$ cat config.mk
export PLATFORM = sky130hd
export DESIGN_NAME = ret_addr_stack
export DESIGN_NICKNAME = d
export VERILOG_FILES = /design/src/rtl/rs_pkg.sv /design/src/rtl/rs_arbiter.sv /design/src/rtl/rs_shift_stack.sv /design/src/rtl/rs_pc_unit.sv /design/src/rtl/ret_addr_stack.sv
export SDC_FILE = /design/constraint.sdc
export NUM_CORES = 1
export LEC_CHECK = 0
export BUFFER_PORTS_ARGS = -buffer_cell sky130_fd_sc_hd__buf_2
export CAP_MARGIN = 20
export CORE_AREA = 2 2 161 163
export CTS_CLUSTER_DIAMETER = 60
export DETAILED_ROUTE_END_ITERATION = 10
export DIE_AREA = 0 0 163 165
export GPL_ROUTABILITY_DRIVEN = 0
export PLACE_DENSITY_LB_ADDON = 0.2
export SYNTH_ARGS = -nofsm -noshare
export SYNTH_HDL_FRONTEND = slang
export SYNTH_SLANG_ARGS = --single-unit
$ cat constraint.sdc
create_clock -name clk -period 4.9 [get_ports clk]
set_input_delay 0.245 -clock clk [delete_from_list [all_inputs] [get_ports clk]]
set_output_delay 0.245 -clock clk [all_outputs]
set_load 0.02 [all_outputs]
$ cat src/rtl/rs_pkg.sv
package rs_pkg;
    typedef enum logic {ST_OPEN, ST_MASKED} ien_state_e;
    typedef enum logic [1:0] {SO_NONE, SO_PUSH, SO_POP} stk_op_e;
    typedef enum logic [1:0] {PW_PC, PW_PC_INC, PW_DATA} push_src_e;
    typedef enum logic [1:0] {PC_HOLD, PC_STEP, PC_TARGET, PC_TOP} pc_sel_e;
endpackage

$ cat src/rtl/rs_arbiter.sv
module rs_arbiter
    import rs_pkg::*;
(
    input  logic      call_req,
    input  logic      ret_req,
    input  logic      push_req,
    input  logic      pop_req,
    input  logic      irq_req,
    input  logic      advance,
    input  logic      irq_open,
    output stk_op_e   stk_op,
    output push_src_e push_src,
    output pc_sel_e   pc_sel,
    output logic      irq_take
);
    logic any_pop;

    always_comb begin
        any_pop  = ret_req | pop_req;
        irq_take = irq_req & irq_open & ~any_pop;
        stk_op   = SO_NONE;
        push_src = PW_DATA;
        pc_sel   = advance ? PC_STEP : PC_HOLD;
        if (any_pop) begin
            stk_op = SO_POP;
            if (ret_req) pc_sel = PC_TOP;
        end else if (irq_take) begin
            stk_op   = SO_PUSH;
            push_src = PW_PC;
            pc_sel   = PC_TARGET;
        end else if (call_req) begin
            stk_op   = SO_PUSH;
            push_src = PW_PC_INC;
            pc_sel   = PC_TARGET;
        end else if (push_req) begin
            stk_op   = SO_PUSH;
            push_src = PW_DATA;
        end
    end
endmodule

$ cat src/rtl/rs_shift_stack.sv
module rs_shift_stack
    import rs_pkg::*;
#(
    parameter int DEPTH = 8,
    parameter int W     = 16
) (
    input  logic         clk,
    input  logic         rst_n,
    input  stk_op_e      stk_op,
    input  logic [W-1:0] wr_word,
    output logic [W-1:0] top
);
    localparam int LAST = DEPTH - 1;

    logic [W-1:0] slot [DEPTH];

    for (genvar i = 0; i < DEPTH; i++) begin : g_slot
        logic [W-1:0] from_above;
        logic [W-1:0] from_below;
        if (i == 0) begin : g_first
            assign from_above = wr_word;
        end else begin : g_inner_a
            assign from_above = slot[i-1];
        end
        if (i == LAST) begin : g_last
            assign from_below = slot[i];
        end else begin : g_inner_b
            assign from_below = slot[i+1];
        end
        always_ff @(posedge clk) begin
            if (!rst_n) begin
                slot[i] <= '0;
            end else begin
                unique case (stk_op)
                    SO_PUSH: slot[i] <= from_above;
                    SO_POP:  slot[i] <= from_below;
                    default: slot[i] <= slot[i];
                endcase
            end
        end
    end

    assign top = slot[0];
endmodule

$ cat src/rtl/rs_pc_unit.sv
module rs_pc_unit
    import rs_pkg::*;
#(
    parameter int W = 16
) (
    input  logic         clk,
    input  logic         rst_n,
    input  pc_sel_e      pc_sel,
    input  logic [W-1:0] target,
    input  logic [W-1:0] top,
    output logic [W-1:0] pc,
    output logic [W-1:0] pc_inc
);
    assign pc_inc = pc + W'(1);

    always_ff @(posedge clk) begin
        if (!rst_n) begin
            pc <= '0;
        end else begin
            unique case (pc_sel)
                PC_STEP:   pc <= pc_inc;
                PC_TARGET: pc <= target;
                PC_TOP:    pc <= top;
                default:   pc <= pc;
            endcase
        end
    end
endmodule

$ cat src/rtl/ret_addr_stack.sv
module ret_addr_stack
    import rs_pkg::*;
#(
    parameter int DEPTH = 8,
    parameter int AW    = 16
) (
    input  logic          clk,
    input  logic          rst_n,
    input  logic          call_req,
    input  logic          ret_req,
    input  logic          push_req,
    input  logic          pop_req,
    input  logic          irq_req,
    input  logic          irq_unmask,
    input  logic          advance,
    input  logic [AW-1:0] target,
    input  logic [AW-1:0] push_data,
    output logic [AW-1:0] pc,
    output logic [AW-1:0] top_word,
    output logic [AW-1:0] pop_word,
    output logic          irq_enabled
);
    ien_state_e    state_q, state_d;
    stk_op_e       stk_op;
    push_src_e     push_src;
    pc_sel_e       pc_sel;
    logic          irq_take;
    logic [AW-1:0] pc_inc;
    logic [AW-1:0] wr_word;

    rs_arbiter i_arb (
        .call_req (call_req),
        .ret_req  (ret_req),
        .push_req (push_req),
        .pop_req  (pop_req),
        .irq_req  (irq_req),
        .advance  (advance),
        .irq_open (state_q == ST_OPEN),
        .stk_op   (stk_op),
        .push_src (push_src),
        .pc_sel   (pc_sel),
        .irq_take (irq_take)
    );

    always_comb begin
        unique case (push_src)
            PW_PC:     wr_word = pc;
            PW_PC_INC: wr_word = pc_inc;
            default:   wr_word = push_data;
        endcase
    end

    rs_shift_stack #(.DEPTH(DEPTH), .W(AW)) i_stk (
        .clk     (clk),
        .rst_n   (rst_n),
        .stk_op  (stk_op),
        .wr_word (wr_word),
        .top     (top_word)
    );

    rs_pc_unit #(.W(AW)) i_pc (
        .clk    (clk),
        .rst_n  (rst_n),
        .pc_sel (pc_sel),
        .target (target),
        .top    (top_word),
        .pc     (pc),
        .pc_inc (pc_inc)
    );

    // state register
    always_ff @(posedge clk) begin
        if (!rst_n) state_q <= ST_OPEN;
        else        state_q <= state_d;
    end

    // transitions: T_TAKE, T_UNMASK, T_STAY
    always_comb begin
        state_d = state_q;
        unique case (state_q)
            ST_OPEN:   if (irq_take)   state_d = ST_MASKED;
            ST_MASKED: if (irq_unmask) state_d = ST_OPEN;
            default:   state_d = ST_OPEN;
        endcase
    end

    // outputs
    always_comb begin
        unique case (state_q)
            ST_OPEN: irq_enabled = 1'b1;
            default: irq_enabled = 1'b0;
        endcase
    end

    always_ff @(posedge clk) begin
        if (!rst_n)                 pop_word <= '0;
        else if (stk_op == SO_POP)  pop_word <= top_word;
    end
endmodule

==> out/summary.txt, run 1 <==
=====================================================================================
Result of the run                                                        finished, final reports clean
Post-CTS Resized                                                                    0
Area of the core                                                            25000 µm²
Fraction of registers with async set/reset                                         0%
Vias in the first global route                                                   5192
Dominant cell by count in the synthesized netlist                            edfxtp_1
Count of cell types in the netlist                                                 51
Largest area contributor in the synthesized netlist                          edfxtp_1
Seq/Total Area, Yosys                                                           60.6%
Standard-cell row count                                                            58
Critical Path Sink Type                                                          flop
Setup repair after global routing missed its margin                             false
Mean cell area of the mapped netlist                                         11.7 µm²
Number of cell instances on the worst register-to-register path                     5
Max_slew headroom                                                               42.1%
Start of the worst register-to-register path                                  state_q
Largest fanout on the critical path                                                54
Clock-pin slew of the registers on the worst-case setup and hold paths        0.06 ns
Overall via count from detail_route                                              5491
Dominant register cell in the synthesized netlist                            edfxtp_1
Count of max-cap constraint violations                                              0
TritonCTS clock tree                                                             done
Number of buffers on the longest clock path                                         2
Classification of the worst setup path                                   input port to flop
Count of endpoints failing setup in the final report                                0
Number of sinks driven by the clock tree                                          161
Die Outline Area                                                            26900 µm²
H-tree levels                                                                       4
End point of the worst hold path                                           i_pc.pc[0]
First-pass GRT wire length                                                   31500 µm
Post-synthesis instance total                                                     635
NumNets Final                                                                     737
Die width                                                                      163 µm
Number of hold violations in the final report                                       0
Num ports                                                                          90
Total negative slack for setup checks                                            0 ns
Main area contributors after synthesis                                   edfxtp_1, a22o_1, dfxtp_1
Shortest period the worst path allows                                         2.91 ns
Required @ worst endpoint                                                     4.99 ns
Top-area cell type share of the netlist area                                    51.7%
Beginning of the worst hold path                                            target[0]
Number of warning messages in the yosys log                                         0
Clock buffer count from CTS                                                        17
Count of final max-slew check failures                                              0
Hold Path Cell Cnt                                                                  3
Dpl cell area                                                                8110 µm²
Clock latency of the later-clocked register in the worst-skew pair            0.43 ns
Worst hold slack across all endpoints                                       0.0962 ns
Average via count per standard cell                                              5.29
Cts hold-fix bufs                                                                   0
Post-CTS setup buffers                                                              0
Worst vdd rail ir drop                                                       0.248 mV
Pleak                                                                         3.44 nW
Post-synth EDFFs                                                                  128
Cell area after layout                                                       8780 µm²
Kind of start point of the critical path                                   input port
Number of detailed-routing iterations run before antenna repair                     9
Port-buffer cells                                                                  89
Clock tree root driver cell                                                 clkbuf_16
Layout Area Growth over Synthesis                                               18.1%
Most used standard cells in the synthesized netlist                      edfxtp_1, a22o_1, nand2_1, dfxtp_1, a21boi_0
Number of storage elements in the synthesis netlist                               161
Reg-to-reg endpoint                                                      i_stk.slot[6][4]
Fraction of layout instances using a drive strength above 1                     19.6%
Fmax                                                                          343 MHz
Routed Antenna Nets                                                                 0
Type of the tightest min-delay check                                     input port to flop
Data arrival at the endpoint of the critical path                             3.00 ns
Cell area after technology mapping                                           7440 µm²
Slew at the pin closest to its max-slew limit                                0.866 ns
Worst reg-to-reg setup slack                                                  2.09 ns
Post-detailed-routing wire length                                            20500 µm
Wire per inst                                                                 19.8 µm
Largest net degree at the start of global routing                                 111
Antenna violations before repair                                                    0
Share of the cycle needed by the critical path after routing                    59.4%
DRC marker count from the first detailed-route iteration                          534
Fraction of the core area covered by cells at the end of the flow               35.1%
Worst clock skew                                                           0.00878 ns
DRC Markers                                                                         0
Total inserted antenna cells                                                        0
Number of nets in the synthesized netlist                                         677
Hpwl dp                                                                      13600 µm
Die Span Y                                                                     165 µm
Final global-route overflow total                                                   0
Starting Density                                                                29.7%
Total global-route track usage                                                  15.5%
Power per standard cell area                                               375 nW/µm²
=====================================================================================
[flip-flops by register name (all words and copies together), names as in the netlist]
name / count
i_pc.pc: 16
i_stk.slot: 128
pop_word: 16
state_q: 1
[routing by layer]
layer | vias up | track usage [%] | wire length [µm]
met5 | - | 0 | 0
li1 | 2567 | - | -
met4 | 0 | 4.75 | 299
met1 | 2707 | 22.5 | 9810
met3 | 26 | 3.19 | 998
met2 | 191 | 23.3 | 9430
[worst max-delay path, cell delays in order]
cell and delay, ns:
buf_2 0.37, or2_4 0.53, nor2_4 0.16, nor3_1 0.50, nand3_4 0.59, buf_4 0.58
[worst max path at each step]
stage	startpoint	to	slack, ns	cells after the start
finish	ret_req	i_stk.slot[6][4]	1.99	6
detailed placement	ret_req	i_stk.slot[6][2]	1.49	6
global route	ret_req	i_stk.slot[3][3]	1.76	6
global placement	ret_req	i_stk.slot[0][3]	1.59	6
CTS	ret_req	i_stk.slot[5][3]	1.94	6
floorplan	state_q	i_stk.slot[0][0]	0.67	5
[metrics by stage]
stage	total power, W	setup slack (ns)	instances
finish	0.00329	1.99	1038
global route	0.00339	1.76	1038
CTS	0.00331	1.94	1037
detailed placement	0.00186	1.49	1005
global placement	0.00186	1.59	1005
floorplan	0.00176	0.672	635
[cell type report]
| cell class | count | area, µm² |
|---|---|---|
| fillers | 2490 | 16300 |
| inverters | 7 | 26.3 |
| clock inverters | 14 | 211 |
| clock buffers | 18 | 429 |
| well taps | 330 | 413 |
| repair buffers | 96 | 518 |
| flip-flops and latches | 161 | 4500 |
| multi-input cells | 412 | 2680 |
[power breakdown]
| group | total [W] | internal, W | switching, W |
|---|---|---|---|
| Clock | 0.00146 | 0.000903 | 0.000554 |
| Combinational | 0.000237 | 0.0000858 | 0.000151 |
| Sequential | 0.00160 | 0.00154 | 0.0000622 |
| Total | 0.00329 | 0.00252 | 0.000767 |
[cells in the final DEF, fill, tap and decap left out, types with 3 or more instances in the layout]
master,count
a21oi_1,27
xnor2_1,6
clkinv_4,3
nor2_1,21
nor2b_1,3
nand2b_1,3
nand4_1,6
bufinv_16,5
nor2_4,3
edfxtp_1,128
a222oi_1,12
a21boi_0,32
a22o_1,88
a22oi_1,5
a31oi_1,6
o21ai_0,20
dfxtp_1,33
clkinv_1,3
nor3_1,5
inv_1,7
xor2_1,3
and3_1,9
o221ai_1,4
buf_2,89
nand3_1,11
nand2_1,85
a21o_1,3
buf_4,6
o21ai_1,13
and2_1,19
clkbuf_16,17
[cells by family after synthesis]
kind of cell / count (synthesis) / share of synthesized area, %
AOI/OAI and AO/OA: 225 / 22.7
DFF: 161 / 60.6
xor gates and xnor gates: 9 / 1.06
adders and majority gates: 1 / 0.168
buffers and inverters: 62 / 3.82
and+or+nand+nor: 177 / 11.6
(Power assumes the default switching activity.)
==> inputs of run 2 (changes only) <==
==> constraint.sdc (replaced) <==
create_clock -name clk -period 2.7 [get_ports clk]
set_input_delay 0.135 -clock clk [delete_from_list [all_inputs] [get_ports clk]]
set_output_delay 0.135 -clock clk [all_outputs]
set_load 0.02 [all_outputs]
==> run 2 against run 1 <==
Non-clock buffer count up 15. Critical path depth unchanged. Flip-flop and latch count unchanged. Final area up 1.7%. Core utilization up 0.58 points. First-iteration DRC count down 9.4%. Cell count up 1.3%. Worst hold slack worse by 0.084 ns. Clock-buffer cell count unchanged. Critical path type is now flop to flop. Critical endpoint is now i_stk.slot[0][14]. Largest cell class unchanged.
==> out/summary.txt, run 2 (synthesis results as in run 1) <==
=====================================================================================
Count of final max-slew check failures                                              0   unchanged
NumNets Final                                                                     752   +2.0%
Multi-input combinational cell area                                          2680 µm²   unchanged
Hpwl dp                                                                      14600 µm   +7.1%
Die width                                                                      163 µm   unchanged
Number of hold violations in the final report                                       0   unchanged
Largest net degree at the start of global routing                                  63   -43%
TritonCTS clock tree                                                             done
Average via count per standard cell                                              5.32   +0.48%
Count of endpoints failing setup in the final report                                0   unchanged
DRC Markers                                                                         0   unchanged
Wire per inst                                                                 20.4 µm   +3.0%
Standard-cell row count                                                            58   unchanged
Cts hold-fix bufs                                                                   7   +7
Overall via count from detail_route                                              5592   +1.8%
Registers with the most flip-flops                                       i_stk.slot (128), i_pc.pc (16), pop_word (16)
Classification of the worst setup path                                   flop to flop
Starting Density                                                                29.7%   unchanged
Total global-route track usage                                                  16.2%   +0.66 points
Number of sinks driven by the clock tree                                          161   unchanged
Register with the highest flop count                                       i_stk.slot
Antenna violations before repair                                                    0   unchanged
Largest fanout on the critical path                                                11   -80%
Fmax                                                                          476 MHz
DRC marker count from the first detailed-route iteration                          484   -9.4%
Pleak                                                                         3.51 nW   +2.3%
Post-detailed-routing wire length                                            21400 µm   +4.3%
Dpl cell area                                                                8240 µm²   +1.6%
Critical Path Sink Type                                                          flop
Shortest period the worst path allows                                         2.10 ns
Cell area after layout                                                       8920 µm²   +1.7%
Total negative slack for setup checks                                            0 ns   unchanged
Area of the core                                                            25000 µm²   unchanged
H-tree levels                                                                       4   unchanged
Commonest non-fill, non-tap cells in the layout                          edfxtp_1, buf_2, a22o_1
Fraction of layout instances using a drive strength above 1                     20.5%   +0.87 points
Die Span Y                                                                     165 µm   unchanged
Required @ worst endpoint                                                     2.87 ns   -2.12 ns
Worst vdd rail ir drop                                                       0.408 mV   +65%
Clock buffer count from CTS                                                        17   unchanged
Final global-route overflow total                                                   0   unchanged
Clock latency of the later-clocked register in the worst-skew pair            0.43 ns   about the same
Flip-flop count of the largest register after layout                              128   unchanged
Number of buffers on the longest clock path                                         2   unchanged
Worst clock skew                                                            0.0110 ns   +0.00218 ns
Number of detailed-routing iterations run before antenna repair                     6   -3
Data arrival at the endpoint of the critical path                             2.27 ns   -0.73 ns
Layout Area Growth over Synthesis                                               20.0%
Num ports                                                                          90   unchanged
Register area                                                                4500 µm²   unchanged
Kind of start point of the critical path                                         flop
Clock tree root driver cell                                                 clkbuf_16
Routed Antenna Nets                                                                 0   unchanged
Fill cell count                                                                  2452   -1.5%
Vias in the first global route                                                   5362   +3.3%
Port-buffer cells                                                                  89   unchanged
First-pass GRT wire length                                                   32700 µm   +3.8%
Post-CTS setup buffers                                                              0   unchanged
Max_slew headroom                                                               41.9%   -0.22 points
Die Outline Area                                                            26900 µm²   unchanged
Type of the tightest min-delay check                                     input port to flop
Slew at the pin closest to its max-slew limit                                0.872 ns   +0.00578 ns
Post-CTS Resized                                                                    0   unchanged
Clock-pin slew of the registers on the worst-case setup and hold paths        0.07 ns   about the same
Power per standard cell area                                               663 nW/µm²   +77%
Count of max-cap constraint violations                                              0   unchanged
Result of the run                                                        finished, final reports clean
Share of the cycle needed by the critical path after routing                    77.8%
Total inserted antenna cells                                                        0   unchanged
Leading cell type in the layout, fill and taps excluded                      edfxtp_1
Setup repair after global routing missed its margin                             false
=====================================================================================
==> run 2: cell count changes in the layout (fill, tap and decap cells not counted), moves of 2 or more <==
cell           previous run  this run
buf_12                    0         5
buf_4                     6        10
clkinv_1                  3         1
clkinv_2                  0         2
dlygate4sd3_1             0         7
==> run 2: area by class of cell <==
class	instances	share of cell area (%)
multi-input cells	412	30.0
clock inverters	13	2.07
repair buffers	111	7.74
clock buffers	18	4.81
well taps	330	4.63
flip-flops and latches	161	50.5
inverters	7	0.294
==> run 2: worst paths after layout <==
kind | cells past startpoint | endpoint | startpoint | slack (ns)
hold / removal | 3 | i_pc.pc[4] | target[4] | 0.01
hold reg to reg | 2 | pop_word[5] | pop_word[5] | 0.46
setup reg to reg | 6 | i_stk.slot[0][14] | i_pc.pc[0] | 0.60
setup / recovery | 6 | i_stk.slot[0][14] | i_pc.pc[0] | 0.60
==> run 2: metal layers <==
metal | share of wire, % | global-route usage (%)
met5 | 0 | 0
met1 | 47 | 23.1
met2 | 45 | 24.8
met4 | 1.9 | 5.63
met3 | 5.8 | 2.66
==> run 2: report_power, final <==
| part | switching, W | leakage [nW] | internal [W] | total [W] |
|---|---|---|---|---|
| clock | 0.00101 | 0.298 | 0.00155 | 0.00255 |
| combinational | 0.000286 | 1.43 | 0.000176 | 0.000462 |
| sequential | 0.000111 | 1.79 | 0.00279 | 0.00290 |
==> run 2: through the flow <==
stage               utilization, %  setup WS, ns  hold slack, ns  std cells  power (W)
global route                  35.6         0.398          0.0329       1052    0.00610
floorplan                        -         0.259           0.306        635    0.00320
finish                        35.6         0.599          0.0120       1052    0.00592
CTS                           35.6         0.573         0.00702       1052    0.00597
global placement              32.9         0.657           0.400       1014    0.00340
detailed placement            32.9         0.603           0.420       1014    0.00341
==> run 2: worst max-delay path, cell delays in order, from the launching register on <==
cell	delay (ns)
dfxtp_1	0.49
ha_1	0.45
nand3_1	0.13
nor4_1	0.26
xor2_1	0.11
a222oi_1	0.32
o21ai_1	0.09
